$ cat src/rtl/boot_rom_pkg.sv
package boot_rom_pkg;

  // Registered decode result driven to the pins
  typedef struct packed {
    logic cs0_n;
    logic cs1_n;
    logic pci_fwd;
    logic local_hit;
    logic par_sup;
  } rom_dec_t;

  localparam rom_dec_t ROM_DEC_IDLE = '{cs0_n: 1'b1, cs1_n: 1'b1,
                                        pci_fwd: 1'b0, local_hit: 1'b0,
                                        par_sup: 1'b0};

endpackage

$ cat src/rtl/brd_strap_latch.sv
module brd_strap_latch (
  input  logic clk,
  input  logic rst_n,
  input  logic strap_i,
  output logic live_o,
  output logic strap_local_o
);

  logic live_q, live_d;
  logic strap_q, strap_d;

  // Capture only on the edge that ends reset, then hold
  always_comb begin
    live_d  = 1'b1;
    strap_d = live_q ? strap_q : strap_i;
  end

  always_ff @(posedge clk or negedge rst_n) begin
    if (!rst_n) begin
      live_q  <= 1'b0;
      strap_q <= 1'b0;
    end else begin
      live_q  <= live_d;
      strap_q <= strap_d;
    end
  end

  assign live_o        = live_q;
  assign strap_local_o = strap_q;

  // strap value is frozen once the block has left reset
  p_strap_hold_r8: assert property (@(posedge clk) disable iff (!rst_n)
    live_q |=> $stable(strap_q));

endmodule

$ cat src/rtl/brd_region_decode.sv
module brd_region_decode #(
  parameter int unsigned ADDR_W   = 32,
  parameter int unsigned ROM_LOG2 = 24
) (
  input  logic [ADDR_W-1:0] addr_i,
  output logic              in_region_o,
  output logic              upper_half_o
);

  localparam int unsigned TAG_W = ADDR_W - ROM_LOG2;
  localparam int unsigned SEL_B = ROM_LOG2 - 1;

  logic [TAG_W-1:0] tag;
  logic             unused_alias_bits;

  assign tag          = addr_i[ADDR_W-1:ROM_LOG2];
  assign in_region_o  = &tag;
  assign upper_half_o = addr_i[SEL_B];
  // Bits below the bank select alias onto populated devices
  assign unused_alias_bits = ^addr_i[SEL_B-1:0];

endmodule

$ cat src/rtl/brd_route.sv
module brd_route
  import boot_rom_pkg::*;
(
  input  logic     live_i,
  input  logic     valid_i,
  input  logic     in_region_i,
  input  logic     upper_half_i,
  input  logic     strap_local_i,
  input  logic     split_en_i,
  output rom_dec_t dec_o
);

  logic hit;
  logic to_local;

  always_comb begin
    hit      = live_i & valid_i & in_region_i;
    // Local when strapped local, or lower half returned in split mode
    to_local = strap_local_i | (split_en_i & ~upper_half_i);

    dec_o           = ROM_DEC_IDLE;
    dec_o.cs0_n     = ~(hit & to_local & upper_half_i);
    dec_o.cs1_n     = ~(hit & to_local & ~upper_half_i);
    dec_o.pci_fwd   = hit & ~to_local;
    dec_o.local_hit = hit & to_local;
    dec_o.par_sup   = hit;
  end

endmodule

$ cat src/rtl/boot_rom_decoder.sv
module boot_rom_decoder
  import boot_rom_pkg::*;
#(
  parameter int unsigned ADDR_W   = 32,
  parameter int unsigned ROM_LOG2 = 24
) (
  input  logic              clk,
  input  logic              rst_n,
  input  logic [ADDR_W-1:0] addr_i,
  input  logic              valid_i,
  input  logic              split_en_i,
  input  logic              strap_i,
  output logic              cs0_n_o,
  output logic              cs0_oe_o,
  output logic              cs1_n_o,
  output logic              pci_fwd_o,
  output logic              local_o,
  output logic              par_sup_o,
  output logic              wide64_o
);

  localparam int unsigned TAG_W = ADDR_W - ROM_LOG2;

  logic     live;
  logic     strap_local;
  logic     in_region;
  logic     upper_half;
  rom_dec_t dec_d, dec_q;
  logic     wide_d, wide_q;

  brd_strap_latch u_strap (
    .clk           (clk),
    .rst_n         (rst_n),
    .strap_i       (strap_i),
    .live_o        (live),
    .strap_local_o (strap_local)
  );

  brd_region_decode #(
    .ADDR_W   (ADDR_W),
    .ROM_LOG2 (ROM_LOG2)
  ) u_region (
    .addr_i       (addr_i),
    .in_region_o  (in_region),
    .upper_half_o (upper_half)
  );

  brd_route u_route (
    .live_i        (live),
    .valid_i       (valid_i),
    .in_region_i   (in_region),
    .upper_half_i  (upper_half),
    .strap_local_i (strap_local),
    .split_en_i    (split_en_i),
    .dec_o         (dec_d)
  );

  assign wide_d = live & ~strap_local & split_en_i;

  always_ff @(posedge clk or negedge rst_n) begin
    if (!rst_n) begin
      dec_q  <= ROM_DEC_IDLE;
      wide_q <= 1'b0;
    end else begin
      dec_q  <= dec_d;
      wide_q <= wide_d;
    end
  end

  assign cs0_n_o   = dec_q.cs0_n;
  assign cs1_n_o   = dec_q.cs1_n;
  assign pci_fwd_o = dec_q.pci_fwd;
  assign local_o   = dec_q.local_hit;
  assign par_sup_o = dec_q.par_sup;
  assign wide64_o  = wide_q;
  assign cs0_oe_o  = live;

  // one target at most per cycle
  p_one_target_r7: assert property (@(posedge clk) disable iff (!rst_n)
    $countones({~cs0_n_o, ~cs1_n_o, pci_fwd_o}) <= 1);

  // local flag agrees with the chip selects
  p_local_flag_r7: assert property (@(posedge clk) disable iff (!rst_n)
    local_o == (~cs0_n_o | ~cs1_n_o));

  // idle strobe leaves everything deasserted
  p_idle_r7: assert property (@(posedge clk) disable iff (!rst_n)
    !valid_i |=> (cs0_n_o && cs1_n_o && !pci_fwd_o && !par_sup_o));

  // out-of-window address decodes to nothing
  p_outside_r1: assert property (@(posedge clk) disable iff (!rst_n)
    !(&addr_i[ADDR_W-1:ADDR_W-TAG_W]) |=>
      (cs0_n_o && cs1_n_o && !pci_fwd_o && !local_o && !par_sup_o));

  // every routed access carries the suppress flag
  p_suppress_r6: assert property (@(posedge clk) disable iff (!rst_n)
    par_sup_o == (local_o | pci_fwd_o));

  // bank 0 is never selected while the ROM sits on PCI
  p_no_cs0_on_pci_r5: assert property (@(posedge clk) disable iff (!rst_n)
    !strap_local |-> cs0_n_o);

  // PCI forwarding only when strapped to PCI
  p_pci_strap_r4: assert property (@(posedge clk) disable iff (!rst_n)
    pci_fwd_o |-> !strap_local);

  // pin not driven before the capture edge
  p_oe_reset_r9: assert property (@(posedge clk) disable iff (!rst_n)
    !live |-> (!cs0_oe_o && cs0_n_o));

endmodule

$ cat config.mk
export PLATFORM = sky130hd
export DESIGN_NAME = boot_rom_decoder
export DESIGN_NICKNAME = d
export VERILOG_FILES = /design/src/rtl/boot_rom_pkg.sv /design/src/rtl/brd_strap_latch.sv /design/src/rtl/brd_region_decode.sv /design/src/rtl/brd_route.sv /design/src/rtl/boot_rom_decoder.sv
export SDC_FILE = /design/constraint.sdc
export NUM_CORES = 1
export LEC_CHECK = 0
export BUFFER_PORTS_ARGS = -buffer_cell sky130_fd_sc_hd__buf_4
export CAP_MARGIN = 20
export CORE_AREA = 2 2 39 41
export CTS_BUF_LIST = sky130_fd_sc_hd__clkbuf_4
export CTS_CLUSTER_DIAMETER = 200
export CTS_CLUSTER_SIZE = 8
export DETAILED_ROUTE_END_ITERATION = 8
export DIE_AREA = 0 0 41 43
export GPL_TIMING_DRIVEN = 1
export PLACE_DENSITY = 0.73
export SETUP_SLACK_MARGIN = 0.1
export SYNTH_ARGS = -nofsm -noshare
export SYNTH_HDL_FRONTEND = slang
export SYNTH_HIERARCHICAL = 1
export SYNTH_SLANG_ARGS = --single-unit
$ cat constraint.sdc
create_clock -name clk -period 1.05 [get_ports clk]
set_input_delay 0.0525 -clock clk [delete_from_list [all_inputs] [get_ports clk]]
set_output_delay 0.0525 -clock clk [all_outputs]
set_load 0.005 [all_outputs]
==> results of run 1 <==
==> cell families (layout without fill, tap and decap cells) <==
kind of cell,after synthesis,count (layout),share of synthesized area (%)
simple gates,10,10,20.1
flops,8,8,65.1
buf+inv,4,29,7.23
other cells,1,1,1.20
compound gates,1,1,1.60
mux,1,1,4.82
==> stage by stage <==
step | area, um^2 | cells | hold slack (ps)
detailed placement | 467 | 59 | -125
finish | 524 | 66 | 39.9
floorplan | 312 | 25 | -243
global placement | 467 | 59 | -130
global route | 524 | 66 | 29.8
CTS | 524 | 66 | 30.3
==> cell type report <==
type | count | area, um^2 | area share [%]
Sequential cell | 8 | 203 | 38.7
Timing Repair Buffer | 24 | 185 | 35.3
Multi-Input combinational cell | 13 | 86.3 | 16.5
Clock buffer | 3 | 22.5 | 4.30
Tap cell | 16 | 20.0 | 3.82
Inverter | 2 | 7.51 | 1.43
==> critical path: stages, from the launching register on <==
cell and delay (ps):
dfrtp_1 410, buf_4 150, mux2_4 280
==> what timing repair did <==
action | CTS | global route
pin swaps | 2 | 2
hold endpoints to repair | 9 | 0
buffers inserted | 2 | 0
hold buffers | 2 | 0
setup endpoints to repair | 1 | 2
==> path summary, 6_finish.rpt <==
path,startpoint,endpoint,cells past startpoint
worst min register to register,u_strap/strap_local_o,cs0_n_o,1
max in group asynchronous,rst_n,cs1_n_o,2
worst max register to register,u_strap/live_o,u_strap/strap_local_o,2
min in group asynchronous,rst_n,pci_fwd_o,2
worst max-delay path,u_strap/live_o,u_strap/strap_local_o,2
worst min-delay path,strap_i,u_strap/strap_local_o,2
==> cells in the mapped netlist <==
cell type / count
a21oi_1: 1
and3_1: 1
and3b_1: 1
buf_4: 2
conb_1: 1
dfrtp_1: 6
dfstp_2: 2
inv_1: 2
mux2_4: 1
nand2b_1: 1
nand3_1: 1
nand3_2: 1
nand4_1: 2
nor2_1: 2
or3_1: 1
==> report_power, final <==
group	internal (uW)	switching, uW	total, uW
logic	52.7	22.0	74.7
clock network	130	93.9	224
registers	317	7.51	325
total	500	123	623
==> per-layer routing <==
metal	GRT usage, %	share of wire [%]	vias up
met4	6.00	0.96	0
met2	12.5	58	9
met5	0	0	-
met3	4.71	7.5	2
met1	8.58	33	112
li1	-	-	132
==> sequential cells by signal, summed over array words and instances, names as in the netlist <==
| name | flops |
|---|---|
| cs0_n_o | 1 |
| wide64_o | 1 |
| local_o | 1 |
| u_strap/live_o | 1 |
| par_sup_o | 1 |
| cs1_n_o | 1 |
| u_strap/strap_local_o | 1 |
| pci_fwd_o | 1 |
==> impl_metrics.tcl, run 1 <==
set metrics [dict create \
    synth.area.top_cells "dfrtp_1, dfstp_2, buf_4" \
    drcViolationCount 0 \
    seq_area_frac_synth_pct 65.1 \
    grt_pass1_vias 234 \
    wire_per_inst_um 9.45 \
    critPathKind "reg2reg" \
    layout_common_cells "buf_4, dfrtp_1, clkbuf_4" \
    clkTransAtPathRegs_ps 50 \
    worst_slack_ps 89.5 \
    ctsResizeCount 0 \
    synthDistinctLibCells 15 \
    cts.sinks 8 \
    area_growth_syn_to_layout_pct 68.3 \
    grt_setup_unrepaired "true" \
    grt_max_degree 9 \
    antenna_found_initial 0 \
    ant_nets 0 \
    fin_util_pct 37.9 \
    finalCritPeriodShare_pct 91.5 \
    netlist.top_cell.by_area "dfrtp_1" \
    avgSynthCellArea_um2 12.5 \
    port_buffers 20 \
    drt_wl_total_um 624 \
    synth_area_um2 312 \
    gp_congestion 0.675 \
    initialDrtViolationCount 0 \
    cap_violations 0 \
    critPathCaptureType "register" \
    worstPathMaxFanout 4 \
    cts_tree "built" \
    via_count 255 \
    ir_drop_v 0.000667 \
    dieArea_um2 1760 \
    rrSetupSlack_ps 90 \
    grt_pass1_wl_um 931 \
    cts_buffer_depth 2 \
    setup-violations-final 0 \
    synth_warnings 6 \
    outcome "completed" \
    setup_tns_ps 0 \
    arrival_ps 1090 \
    start_kind "register" \
    cts_buffers 3 \
    h-tree-depth 1 \
    synth_top_area_share_pct 48.2 \
    grtUsageTotal_pct 8.50 \
    power_density_nw_per_um2 1190 \
    dr.pass1.iters 1 \
    routed_via_density 3.86 \
    dieWidth_um 41 \
    leakage_uw 0.000277 \
    crit_required_ps 1180 \
    synth_seq_cells 8 \
    total_power_uw 623 \
    layout_commonest_cell "buf_4" \
    hold_viol 0 \
    synth_cells 25 \
    core_um2 1380 \
    holdCritPathClass "in2reg" \
    place_ws_ps 69.0 \
    die_height_um 43 \
    io_pins 44 \
    antennaDiodeCount 0 \
    clockRootBuffer "clkbuf_4" \
    fin_nets 89 \
    initial_utilization_pct 22.5 \
    clock_skew_ps 1.12 \
    synth_nets 62 \
    gr-total-overflow 0 \
    fmax_ghz 1.04 \
    period_minus_slack_ps 961 \
    drive_gt1_share_pct 58.0 \
    fillers 140 \
    rows 14 \
    clk_latency_ps 240 \
    final-max-slew-violation-count 0 \
]
No activity file was read; power rests on OpenSTA's default activity.
==> run 2: changes to the inputs <==
Settings changed: BUFFER_PORTS_ARGS -buffer_cell sky130_fd_sc_hd__buf_4 to -buffer_cell sky130_fd_sc_hd__buf_2, REMOVE_ABC_BUFFERS set to 1, SLEW_MARGIN set to 20.
==> impl_metrics.tcl, run 2 (synthesis gave the netlist of run 1 again) <==
set metrics [dict create \
    outcome "completed" \
    worstPathMaxFanout 4 \
    cts_tree "built" \
    r2r_end "cs1_n_o" \
    hold_depth 2 \
    r2r-start "u_strap/live_o" \
    setup_tns_ps 0 \
    hpwl_um 448 \
    h-tree-depth 1 \
    io_pins 44 \
    p_seq_share_pct 53.4 \
    routed_via_density 3.85 \
    grt_pass1_wl_mm 1.01 \
    arrival_ps 1120 \
    fillers 141 \
    power_frac_clock_pct 37.4 \
    die_height_um 43 \
    worstPathCellList "nand3_2 -> or3_1" \
    cts_buffers 3 \
    ctsResizeCount 0 \
    final-max-slew-violation-count 0 \
    grt_setup_unrepaired "true" \
    rows 14 \
    initialDrtViolationCount 2 \
    gr-total-overflow 0 \
    reg2regPathDepth 2 \
    finalCritPeriodShare_pct 91.3 \
    hold_start "strap_i" \
    crit_required_ps 1210 \
    cts.sinks 8 \
    layout_common_cells "buf_2, dfrtp_1, clkbuf_4" \
    fmax_ghz 1.04 \
    slowest_delay_ps 410 \
    antennaDiodeCount 0 \
    antenna_found_initial 0 \
    holdCritPathClass "in2reg" \
    drt_wl_total_um 582 \
    start_kind "register" \
    grt_max_degree 9 \
    critPathCaptureType "register" \
    via_count 250 \
    cap_violations 0 \
    clock_skew_ps 1.27 \
    period_minus_slack_ps 958 \
    crit_buf_inv 0 \
    hold_viol 0 \
    clkTransAtPathRegs_ps 50 \
    setup-violations-final 0 \
    drive_gt1_share_pct 57.1 \
    cts_buffer_depth 2 \
    p_switching_uw 126 \
    ir_drop_v 0.000458 \
    drcViolationCount 0 \
    dr.pass1.iters 2 \
    power_density_nw_per_um2 1300 \
    leakage_uw 0.000257 \
    fin_nets 88 \
    area_growth_syn_to_layout_pct 49.8 \
    grt_pass1_vias 284 \
    dieWidth_um 41 \
    holdPathEnd "u_strap/strap_local_o" \
    slowest_stage "dfrtp_1" \
    p_int_uw 482 \
    ant_nets 0 \
    grtUsageTotal_pct 9.12 \
    wire_per_inst_um 8.95 \
    comb_power_share_pct 9.2 \
    clk_latency_ps 240 \
    initial_utilization_pct 22.5 \
    layout_commonest_cell "buf_2" \
    swShare_pct 20.7 \
    dieArea_um2 1760 \
    port_buffers 20 \
    critPathKind "reg2reg" \
    rrSetupSlack_ps 90 \
    core_um2 1380 \
    clockRootBuffer "clkbuf_4" \
    timing.hold.ws_ps 34.0 \
    gp_congestion 0.606 \
    crit_family "simple AND/OR/NAND/NOR gates" \
]
run 2: changes by cell type in the layout (fill, tap and decap cells not counted), sizes merged:
cell  before  now
buf       22   21
run 2: final cells by class:
cell class                      instances  area (um^2)  area share, %
Clock buffer                            3         22.5           4.83
Inverter                                2         7.51           1.61
Tap cell                               16         20.0           4.29
Timing Repair Buffer                   23          128           27.3
Multi-Input combinational cell         13         86.3           18.5
Sequential cell                         8          203           43.4
run 2: worst max path at each step:
stage | start | to | slack [ps] | cells past startpoint
after floorplan | u_strap/live_o | cs1_n_o | 140 | 2
after global placement | u_strap/live_o | cs1_n_o | 110 | 2
after detailed placement | u_strap/live_o | cs1_n_o | 100 | 2
after CTS | u_strap/live_o | cs1_n_o | 80 | 2
after global routing | u_strap/live_o | cs1_n_o | 30 | 2
final | u_strap/live_o | cs1_n_o | 90 | 2
run 2: power groups by stage:
stage	registers, uW	clock network [uW]	logic [uW]
after detailed placement	330	0	50.0
after floorplan	329	0	14.7
after global routing	326	259	64.6
final	325	227	55.7
after global placement	329	0	48.7
after CTS	325	237	56.1
run 2: metal layers:
metal,global-route usage [%],wire [um]
met1,8.28,220
met2,14.1,307
met3,4.71,53
met4,7.33,0
met5,0,0
run 2: stage by stage:
stage	power, uW	area (um^2)	instances	util (%)	setup slack, ps
2_1_floorplan	344	297	23	-	136
3_3_place_gp	378	417	59	30.1	112
3_5_place_dp	380	417	59	30.1	102
4_1_cts	619	467	65	33.7	77.8
5_1_grt	650	467	65	33.7	33.2
6_report	608	467	65	33.7	91.7
run 2: repair_timing:
action / in CTS / in global routing
hold buffers: 2 / 0
endpoints found under the setup margin: 1 / 1
endpoints found under the hold margin: 9 / 0
pin swaps: 1 / 0
buffers inserted: 1 / 0
==> run 3: changes to the inputs <==
Clock period 1.05 ns to 1.1 ns, I/O delays scaled along.
==> impl_metrics.tcl, run 3 (synthesis gave the netlist of run 1 again) <==
set metrics [dict create \
    outcome "completed" \
    cts_tree "built" \
    drt_wl_total_um 629 \
    clock_skew_ps 1.56 \
    routed_via_density 3.95 \
    clkTransAtPathRegs_ps 50 \
    ant_nets 0 \
    critPathCaptureType "register" \
    r2r-start "u_strap/live_o" \
    setup-violations-final 0 \
    layout_commonest_cell "buf_2" \
    total_power_uw 581 \
    dp.cells 59 \
    dpl_cell_area_um2 417 \
    hold_start "strap_i" \
    drive_gt1_share_pct 57.1 \
    timing.hold.ws_ps 36.2 \
    rows 14 \
    arrival_ps 1140 \
    fin_nets 88 \
    clk_latency_ps 250 \
    initial_utilization_pct 22.5 \
    port_buffers 20 \
    layout.area.seq_um2 203 \
    dieWidth_um 41 \
    start_kind "register" \
    gr-total-overflow 0 \
    antennaDiodeCount 0 \
    h-tree-depth 1 \
    wire_per_inst_um 9.68 \
    crit_required_ps 1260 \
    grt_max_degree 9 \
    period_minus_slack_ps 977 \
    setup_tns_ps 0 \
    leakage_uw 0.000257 \
    core_um2 1380 \
    grt_pass1_vias 287 \
    worstPathMaxFanout 4 \
    fillers 144 \
    cts_buffers 3 \
    cap_violations 0 \
    grt_pass1_wl_mm 1.03 \
    ir_drop_v 0.000430 \
    crit_start "u_strap/live_o" \
    clockRootBuffer "clkbuf_4" \
    power_density_nw_per_um2 1240 \
    fmax_ghz 1.02 \
    final-max-slew-violation-count 0 \
    die_height_um 43 \
    grtUsageTotal_pct 9.22 \
    io_pins 44 \
    hold_viol 0 \
    antenna_found_initial 0 \
    gp_congestion 0.606 \
    cts_buffer_depth 2 \
    hpwl_um 448 \
    finalCritPeriodShare_pct 88.8 \
    dr.pass1.iters 2 \
    final_cells 65 \
    ctsResizeCount 0 \
    drcViolationCount 0 \
    multi_input_area_um2 86.3 \
    initialDrtViolationCount 2 \
    holdCritPathClass "in2reg" \
    critPathKind "reg2reg" \
    grt_setup_unrepaired "true" \
    area_growth_syn_to_layout_pct 49.8 \
    fin_area_um2 467 \
    cts.sinks 8 \
    dieArea_um2 1760 \
    via_count 257 \
    layout_common_cells "buf_2, dfrtp_1, clkbuf_4" \
]
run 3: cell counts in the layout (fill, tap and decap cells not counted):
No cell type changed its count.
run 3: area by class of cell:
| class | count | share of cell area, % |
|---|---|---|
| Sequential cell | 8 | 43.4 |
| Timing Repair Buffer | 23 | 27.3 |
| Multi-Input combinational cell | 13 | 18.5 |
| Clock buffer | 3 | 4.83 |
| Tap cell | 16 | 4.29 |
| Inverter | 2 | 1.61 |
run 3: path summary, 6_finish.rpt:
path	endpoint	slack [ps]	cells past startpoint
worst max-delay path	cs1_n_o	120	2
worst min-delay path	u_strap/strap_local_o	40	2
worst max register to register	cs1_n_o	120	2
worst min register to register	cs0_n_o	500	1
max in group asynchronous	cs1_n_o	700	2
min in group asynchronous	pci_fwd_o	170	2
run 3: power breakdown:
part           switching [uW]  leakage [uW]  internal, uW
registers                7.69     0.0000997           303
clock network            92.7     0.0000138           124
logic                    20.0      0.000143          33.4
total                     120      0.000257           460
run 3: metrics by stage:
step / utilization, % / worst slack (ps)
global route: 33.7 / 69.7
CTS: 33.2 / 117
detailed placement: 30.1 / 152
floorplan: - / 186
global placement: 30.1 / 162
finish: 33.7 / 123
run 3: critical path, stage by stage, from the launching register on:
cell	delay, ps
dfrtp_1	410
nand3_2	120
or3_1	360
run 3: timing repair:
action | CTS | global route
setup endpoints to repair | 0 | 1
buffers inserted | 0 | 1
hold buffers | 2 | 0
hold endpoints to repair | 9 | 0
run 3: routing by layer:
layer  track usage [%]  vias to the layer above  part of all wire (%)
li1                  -                      130                     -
met1              8.61                      117                    38
met2              14.1                       10                    53
met3              4.71                        0                   8.4
met4              7.33                        0                     0
met5                 0                        -                     0
